<file path="src/rtl/sdm3_pkg.sv">
package sdm3_pkg;

    localparam int ORDER   = 3;
    localparam int LEVELS  = 9;
    localparam int CENTRE  = (LEVELS - 1) / 2;
    localparam int IDX_W   = $clog2(LEVELS);
    localparam int OFF_W   = 8;

    typedef logic [IDX_W-1:0]        step_idx_t;
    typedef logic signed [OFF_W-1:0] offset_t;

    // carries produced by the three stages at the current tick
    typedef struct packed {
        logic c1;
        logic c2;
        logic c3;
    } carry_vec_t;

    // carry history needed by the difference network
    typedef struct packed {
        logic c2_d;
        logic c3_d;
        logic c3_dd;
    } carry_hist_t;

    // shaped noise term: c1 + (1-z)c2 + (1-z)^2 c3
    function automatic offset_t noise_of(input carry_vec_t c, input carry_hist_t h);
        offset_t n;
        n = offset_t'(c.c1)
          + offset_t'(c.c2) - offset_t'(h.c2_d)
          + offset_t'(c.c3) - offset_t'(h.c3_d) - offset_t'(h.c3_d)
          + offset_t'(h.c3_dd);
        return n;
    endfunction

    // signed offset to step index, saturating at both ends
    function automatic step_idx_t offset_to_index(input offset_t off);
        step_idx_t idx;
        if (off < -offset_t'(CENTRE))
            idx = '0;
        else if (off > offset_t'(CENTRE))
            idx = step_idx_t'(LEVELS - 1);
        else
            idx = step_idx_t'(off + offset_t'(CENTRE));
        return idx;
    endfunction

endpackage

</file>
<file path="src/rtl/sdm3_word_hold.sv">
module sdm3_word_hold #(
    parameter int WORD_W = 20
) (
    input  logic              clk,
    input  logic              rst,
    input  logic              valid,
    input  logic [WORD_W-1:0] word,
    output logic [WORD_W-1:0] held
);

    always_ff @(posedge clk) begin
        if (rst)
            held <= '0;
        else if (valid)
            held <= word;
    end

    // a valid word is always taken, never refused
    p_capture_r5: assert property (@(posedge clk) disable iff (rst)
        valid |=> held == $past(word))
        else $error("word not captured");

    p_keep_r6: assert property (@(posedge clk) disable iff (rst)
        !valid |=> $stable(held))
        else $error("held word changed without valid");

endmodule

</file>
<file path="src/rtl/sdm3_accum.sv">
module sdm3_accum #(
    parameter int W = 16
) (
    input  logic         clk,
    input  logic         rst,
    input  logic         en,
    input  logic [W-1:0] din,
    output logic [W-1:0] sum_o,
    output logic         carry_o
);

    logic [W-1:0] acc;
    logic [W:0]   wide;

    always_comb begin
        wide    = {1'b0, acc} + {1'b0, din};
        sum_o   = wide[W-1:0];
        carry_o = wide[W];
    end

    always_ff @(posedge clk) begin
        if (rst)
            acc <= '0;
        else if (en)
            acc <= sum_o;
    end

    // no tick, no movement of the accumulator
    p_acc_hold_r3: assert property (@(posedge clk) disable iff (rst)
        !en |=> $stable(acc))
        else $error("accumulator moved without tick");

    // a carry is reported exactly when the modular sum wrapped
    p_wrap_r7: assert property (@(posedge clk) disable iff (rst)
        carry_o == (sum_o < din))
        else $error("carry does not match wrap");

endmodule

</file>
<file path="src/rtl/sdm3_shaper.sv">
module sdm3_shaper
    import sdm3_pkg::*;
(
    input  logic       clk,
    input  logic       rst,
    input  logic       en,
    input  offset_t    int_part,
    input  carry_vec_t carries,
    output step_idx_t  idx_next
);

    carry_hist_t hist;
    offset_t     noise;
    offset_t     total;

    always_comb begin
        noise    = noise_of(carries, hist);
        total    = int_part + noise;
        idx_next = offset_to_index(total);
    end

    always_ff @(posedge clk) begin
        if (rst)
            hist <= '0;
        else if (en)
            hist <= '{c2_d: carries.c2, c3_d: carries.c3, c3_dd: hist.c3_d};
    end

    // third-order shaped noise stays within -3..+4 steps
    p_noise_bound_r7: assert property (@(posedge clk) disable iff (rst)
        (noise >= -offset_t'(3)) && (noise <= offset_t'(4)))
        else $error("noise term out of bounds");

    // the chosen index is always a legal step
    p_idx_legal_r4: assert property (@(posedge clk) disable iff (rst)
        idx_next <= step_idx_t'(LEVELS - 1))
        else $error("index beyond last step");

endmodule

</file>
<file path="src/rtl/sdm3_freq_mod.sv">
module sdm3_freq_mod
    import sdm3_pkg::*;
#(
    parameter int FRAC_W = 16,
    parameter int INT_W  = 4
) (
    input  logic                    clk,
    input  logic                    rst,
    input  logic [INT_W+FRAC_W-1:0] ctrl_word,
    input  logic                    ctrl_valid,
    input  logic                    tick,
    output logic [IDX_W-1:0]        step_idx,
    output logic                    wr_strobe
);

    localparam int WORD_W = INT_W + FRAC_W;

    logic [WORD_W-1:0] held;
    logic [FRAC_W-1:0] stage_in  [ORDER];
    logic [FRAC_W-1:0] stage_sum [ORDER];
    logic [ORDER-1:0]  stage_c;
    offset_t           int_part;
    carry_vec_t        carries;
    step_idx_t         idx_next;

    sdm3_word_hold #(.WORD_W(WORD_W)) u_hold (
        .clk   (clk),
        .rst   (rst),
        .valid (ctrl_valid),
        .word  (ctrl_word),
        .held  (held)
    );

    assign int_part = OFF_W'($signed(held[WORD_W-1:FRAC_W]));

    for (genvar s = 0; s < ORDER; s++) begin : g_stage
        if (s == 0) begin : g_first
            assign stage_in[s] = held[FRAC_W-1:0];
        end else begin : g_next
            assign stage_in[s] = stage_sum[s-1];
        end
        sdm3_accum #(.W(FRAC_W)) u_acc (
            .clk     (clk),
            .rst     (rst),
            .en      (tick),
            .din     (stage_in[s]),
            .sum_o   (stage_sum[s]),
            .carry_o (stage_c[s])
        );
    end

    assign carries = '{c1: stage_c[0], c2: stage_c[1], c3: stage_c[2]};

    sdm3_shaper u_shape (
        .clk      (clk),
        .rst      (rst),
        .en       (tick),
        .int_part (int_part),
        .carries  (carries),
        .idx_next (idx_next)
    );

    always_ff @(posedge clk) begin
        if (rst) begin
            step_idx  <= step_idx_t'(CENTRE);
            wr_strobe <= 1'b0;
        end else begin
            wr_strobe <= tick;
            if (tick)
                step_idx <= idx_next;
        end
    end

    p_reset_r1: assert property (@(posedge clk)
        rst |=> (step_idx == step_idx_t'(CENTRE)) && !wr_strobe)
        else $error("reset state wrong");

    p_strobe_r2: assert property (@(posedge clk) disable iff (rst)
        tick |=> wr_strobe)
        else $error("missing write strobe");

    p_quiet_r2: assert property (@(posedge clk) disable iff (rst)
        !tick |=> !wr_strobe)
        else $error("spurious write strobe");

    p_hold_r3: assert property (@(posedge clk) disable iff (rst)
        !tick |=> $stable(step_idx))
        else $error("step changed without tick");

    p_range_r4: assert property (@(posedge clk) disable iff (rst)
        step_idx <= step_idx_t'(LEVELS - 1))
        else $error("step index out of range");

endmodule

</file>
<file path="config.mk">
export PLATFORM = sky130hd
export DESIGN_NAME = sdm3_freq_mod
export DESIGN_NICKNAME = d
export VERILOG_FILES = /design/src/rtl/sdm3_pkg.sv /design/src/rtl/sdm3_word_hold.sv /design/src/rtl/sdm3_accum.sv /design/src/rtl/sdm3_shaper.sv /design/src/rtl/sdm3_freq_mod.sv
export SDC_FILE = /design/constraint.sdc
export NUM_CORES = 1
export LEC_CHECK = 0
export ABC_AREA = 1
export BUFFER_PORTS_ARGS = -buffer_cell sky130_fd_sc_hd__buf_2
export CORE_MARGIN = 2
export CORE_UTILIZATION = 35
export CTS_CLUSTER_SIZE = 10
export DETAILED_ROUTE_END_ITERATION = 12
export GPL_ROUTABILITY_DRIVEN = 0
export SLEW_MARGIN = 40
export SYNTH_ARGS = -nofsm -noshare
export SYNTH_HDL_FRONTEND = slang
export SYNTH_SLANG_ARGS = --single-unit
</file>
<file path="constraint.sdc">
create_clock -name clk -period 7.7 [get_ports clk]
set_input_delay 2.31 -clock clk [delete_from_list [all_inputs] [get_ports clk]]
set_output_delay 2.31 -clock clk [all_outputs]
set_load 0.02 [all_outputs]
</file>
==> flow_summary.json <==
{
  "fmax_mhz": 147.2,
  "hp-start": "step_idx[1]$_SDFFE_PP0P_",
  "arrival_ps": 7070,
  "hold_viol": 0,
  "core_um2": 16700,
  "ys_warn_count": 0,
  "pwr-share-comb": 0.491,
  "h-tree-depth": 3,
  "synth_compound_area_frac": 0.07401,
  "grt_pass1_wl_mm": 24.09,
  "routed_wl_mm": 13.89,
  "synth-simple-area-share": 0.3723,
  "dp_slack_ps": 916.8,
  "grt_use_total": 0.1643,
  "crit_buf_inv": 8,
  "hold_ws_ps": 464.8,
  "switching_share": 0.4169,
  "muxShareOfSynthArea": 0,
  "seq_power_share": 0.257,
  "leakage_nw": 3.891,
  "routed-via-count": 5514,
  "portBuffers": 28,
  "dp_cells": 1208,
  "ant_nets": 0,
  "outcome": "completed",
  "critical_path_class": "reg -> reg",
  "max_stage_delay_ps": 490,
  "cts_tree": "built",
  "die_area_um2": 18260,
  "dr.pass1.iters": 5,
  "period_minus_slack_ps": 6793,
  "reg2reg_depth": 40,
  "final.period_utilization": 0.8822,
  "post-cts-setup-buffer-count": 0,
  "diodes": 0,
  "design_area_um2": 6694,
  "clkPwrFrac": 0.252,
  "cts_hold_buf": 0,
  "synth_top_family_by_area": "simple AND/OR/NAND/NOR gates",
  "yosysSeqAreaShare": 0.2528,
  "synth_xor_area_frac": 0.02183,
  "post_cts_resized": 0,
  "path_max_fanout": 5,
  "tightest_slew_ps": 693.4,
  "cts_root_buf": "clkbuf_16",
  "clock_path_buffers": 2,
  "cts_sinks": 76,
  "fillers": 1804,
  "fin_ws_ps": 906.8,
  "cp_top_family": "adder cells",
  "reg2reg_slack_ps": 910,
  "stdcell_count": 1224,
  "synth_nets": 1071,
  "nNetsFinal": 1092,
  "cts.reportedPaths.clkPinSlew_ps": 60,
  "slowest_stage": "fa_1",
  "crit_required_ps": 7980,
  "hold_depth": 2,
  "critPathCaptureType": "flip-flop",
  "cp-start-kind": "flip-flop",
  "hpwl_mm": 10.57,
  "fp.dieH_um": 135.1,
  "cp.depth": 40,
  "io_pins": 29,
  "final_cell_mix": "276 x nand2_1, 168 x inv_1, 144 x nor2_1",
  "die_x_um": 135.1,
  "syn_area_um2": 6018,
  "antenna_found_initial": 0,
  "final_common_cell": "nand2_1",
  "area_growth_pct": 11.23,
  "grt_max_degree": 63,
  "p_int_mw": 1.121,
  "dr.first_iter.drc_count": 248,
  "worstReg2RegEnd": "step_idx[0]$_SDFFE_PP0P_",
  "initial_utilization": 0.3604,
  "yosys_register_bits": 76,
  "min_to": "step_idx[1]$_SDFFE_PP0P_",
  "via_per_inst": 4.505,
  "clk_latency_ps": 350,
  "drive_gt1_frac": 0.05876,
  "pwr_density_cell_nw_per_um2": 287.1,
  "slew_viol_final": 0,
  "multiInputGateArea_um2": 3751,
  "syn-instance-count": 978,
  "num_rows": 47,
  "rsz0062_at_grt": "no",
  "dpl_cell_area_um2": 6356,
  "ir_drop_v": 0.0001052,
  "drv_cap": 0,
  "setup_viol": 0,
  "hold_path.class": "reg -> reg",
  "grt_pass1_vias": 5344,
  "ys_types": 30,
  "regArea_um2": 1521,
  "drc": 0,
  "reg2reg_from": "g_stage[0].u_acc.acc[0]$_SDFFE_PP0P_",
  "fin_setup_tns_ps": 0,
  "switchingPower_mw": 0.8013,
  "fin_worst_skew_ps": 6.797,
  "syn_avg_cell_area_um2": 6.154,
  "numCtsBuffers": 9,
  "grt-ovfl-total": 0,
  "yosys.area_share.adder": 0.1547,
  "wire_per_inst_um": 11.35,
  "max_slew_margin": 0.5372
}
[area by class of cell]
type / count / area share
Sequential cell: 76 / 0.2273
Inverter: 170 / 0.09533
Multi-Input combinational cell: 710 / 0.5604
Clock inverter: 3 / 0.01009
Clock buffer: 13 / 0.04037
Timing Repair Buffer: 32 / 0.02542
Tap cell: 220 / 0.04112
[flip-flops by register name, indices dropped and copies added (netlist names)]
signal	count
u_shape.hist	3
wr_strobe	1
g_stage.u_acc.acc	48
step_idx	4
u_hold.held	20
[worst max-delay path by stage]
stage | endpoint | startpoint | slack [ps]
detailed placement | step_idx[0]$_SDFFE_PP0P_ | g_stage[0].u_acc.acc[0]$_SDFFE_PP0P_ | 920
global placement | step_idx[0]$_SDFFE_PP0P_ | g_stage[0].u_acc.acc[0]$_SDFFE_PP0P_ | 950
global route | step_idx[1]$_SDFFE_PP0P_ | g_stage[0].u_acc.acc[0]$_SDFFE_PP0P_ | 300
CTS | step_idx[0]$_SDFFE_PP0P_ | g_stage[0].u_acc.acc[0]$_SDFFE_PP0P_ | 870
finish | step_idx[0]$_SDFFE_PP0P_ | g_stage[0].u_acc.acc[0]$_SDFFE_PP0P_ | 910
floorplan | step_idx[0]$_SDFFE_PP0P_ | g_stage[0].u_acc.acc[0]$_SDFFE_PP0P_ | 1410
[power by group through the flow]
stage	registers (mW)	clock network (mW)	logic, mW
after floorplan	0.502	0	0.737
after global placement	0.501	0	0.941
after detailed placement	0.502	0	0.939
after CTS	0.494	0.500	0.949
after global routing	0.501	0.513	1.11
final	0.493	0.485	0.943
[worst register-to-register path: cells and delay by family (launching register included)]
family	cells	cell delay, ps
fa+ha+maj	11	3480
simple gates	17	1720
compound gates	4	720
buf+inv	8	500
flops	1	310
[cell usage after synthesis]
cell | instances | share of area
a21oi_1 | 39 | 0.032
a21oi_2 | 1 | 0.0015
a21oi_4 | 1 | 0.0027
and2_1 | 11 | 0.011
and2_2 | 1 | 0.0012
and2_4 | 2 | 0.0029
and3_1 | 3 | 0.0031
buf_1 | 2 | 0.0012
buf_2 | 2 | 0.0017
buf_6 | 1 | 0.0019
clkbuf_1 | 15 | 0.0094
dfxtp_1 | 76 | 0.25
dlymetal6s2s_1 | 2 | 0.0042
fa_1 | 9 | 0.030
ha_1 | 60 | 0.12
inv_1 | 168 | 0.10
inv_2 | 2 | 0.0012
nand2_1 | 276 | 0.17
nand2_2 | 3 | 0.0031
nand3_1 | 76 | 0.063
nand3b_1 | 7 | 0.0087
nand4_1 | 4 | 0.0042
nor2_1 | 145 | 0.090
nor3_1 | 3 | 0.0025
o21ai_0 | 41 | 0.034
o21ai_1 | 4 | 0.0033
or2_1 | 8 | 0.0083
or2_2 | 1 | 0.0010
xnor2_1 | 1 | 0.0015
xor2_1 | 14 | 0.020
[through the flow]
stage,total power [mW],util
floorplan,1.239,-
global placement,1.442,0.3804
detailed placement,1.441,0.3806
CTS,1.942,0.4008
global route,2.123,0.4008
finish,1.922,0.4008
[per-layer routing]
layer | part of all wire | GRT usage | up-vias
met5 | 0 | 0 | -
met4 | 0.026 | 0.07465 | 0
met3 | 0.022 | 0.02058 | 25
met2 | 0.45 | 0.2775 | 65
met1 | 0.50 | 0.2097 | 2362
li1 | - | - | 3062
[kinds of logic after synthesis]
family | Yosys count
simple gates | 540
fa+ha+maj | 69
buf+inv | 192
flops | 76
compound gates | 86
xor+xnor | 15
No activity file was read; power rests on OpenSTA's default activity.
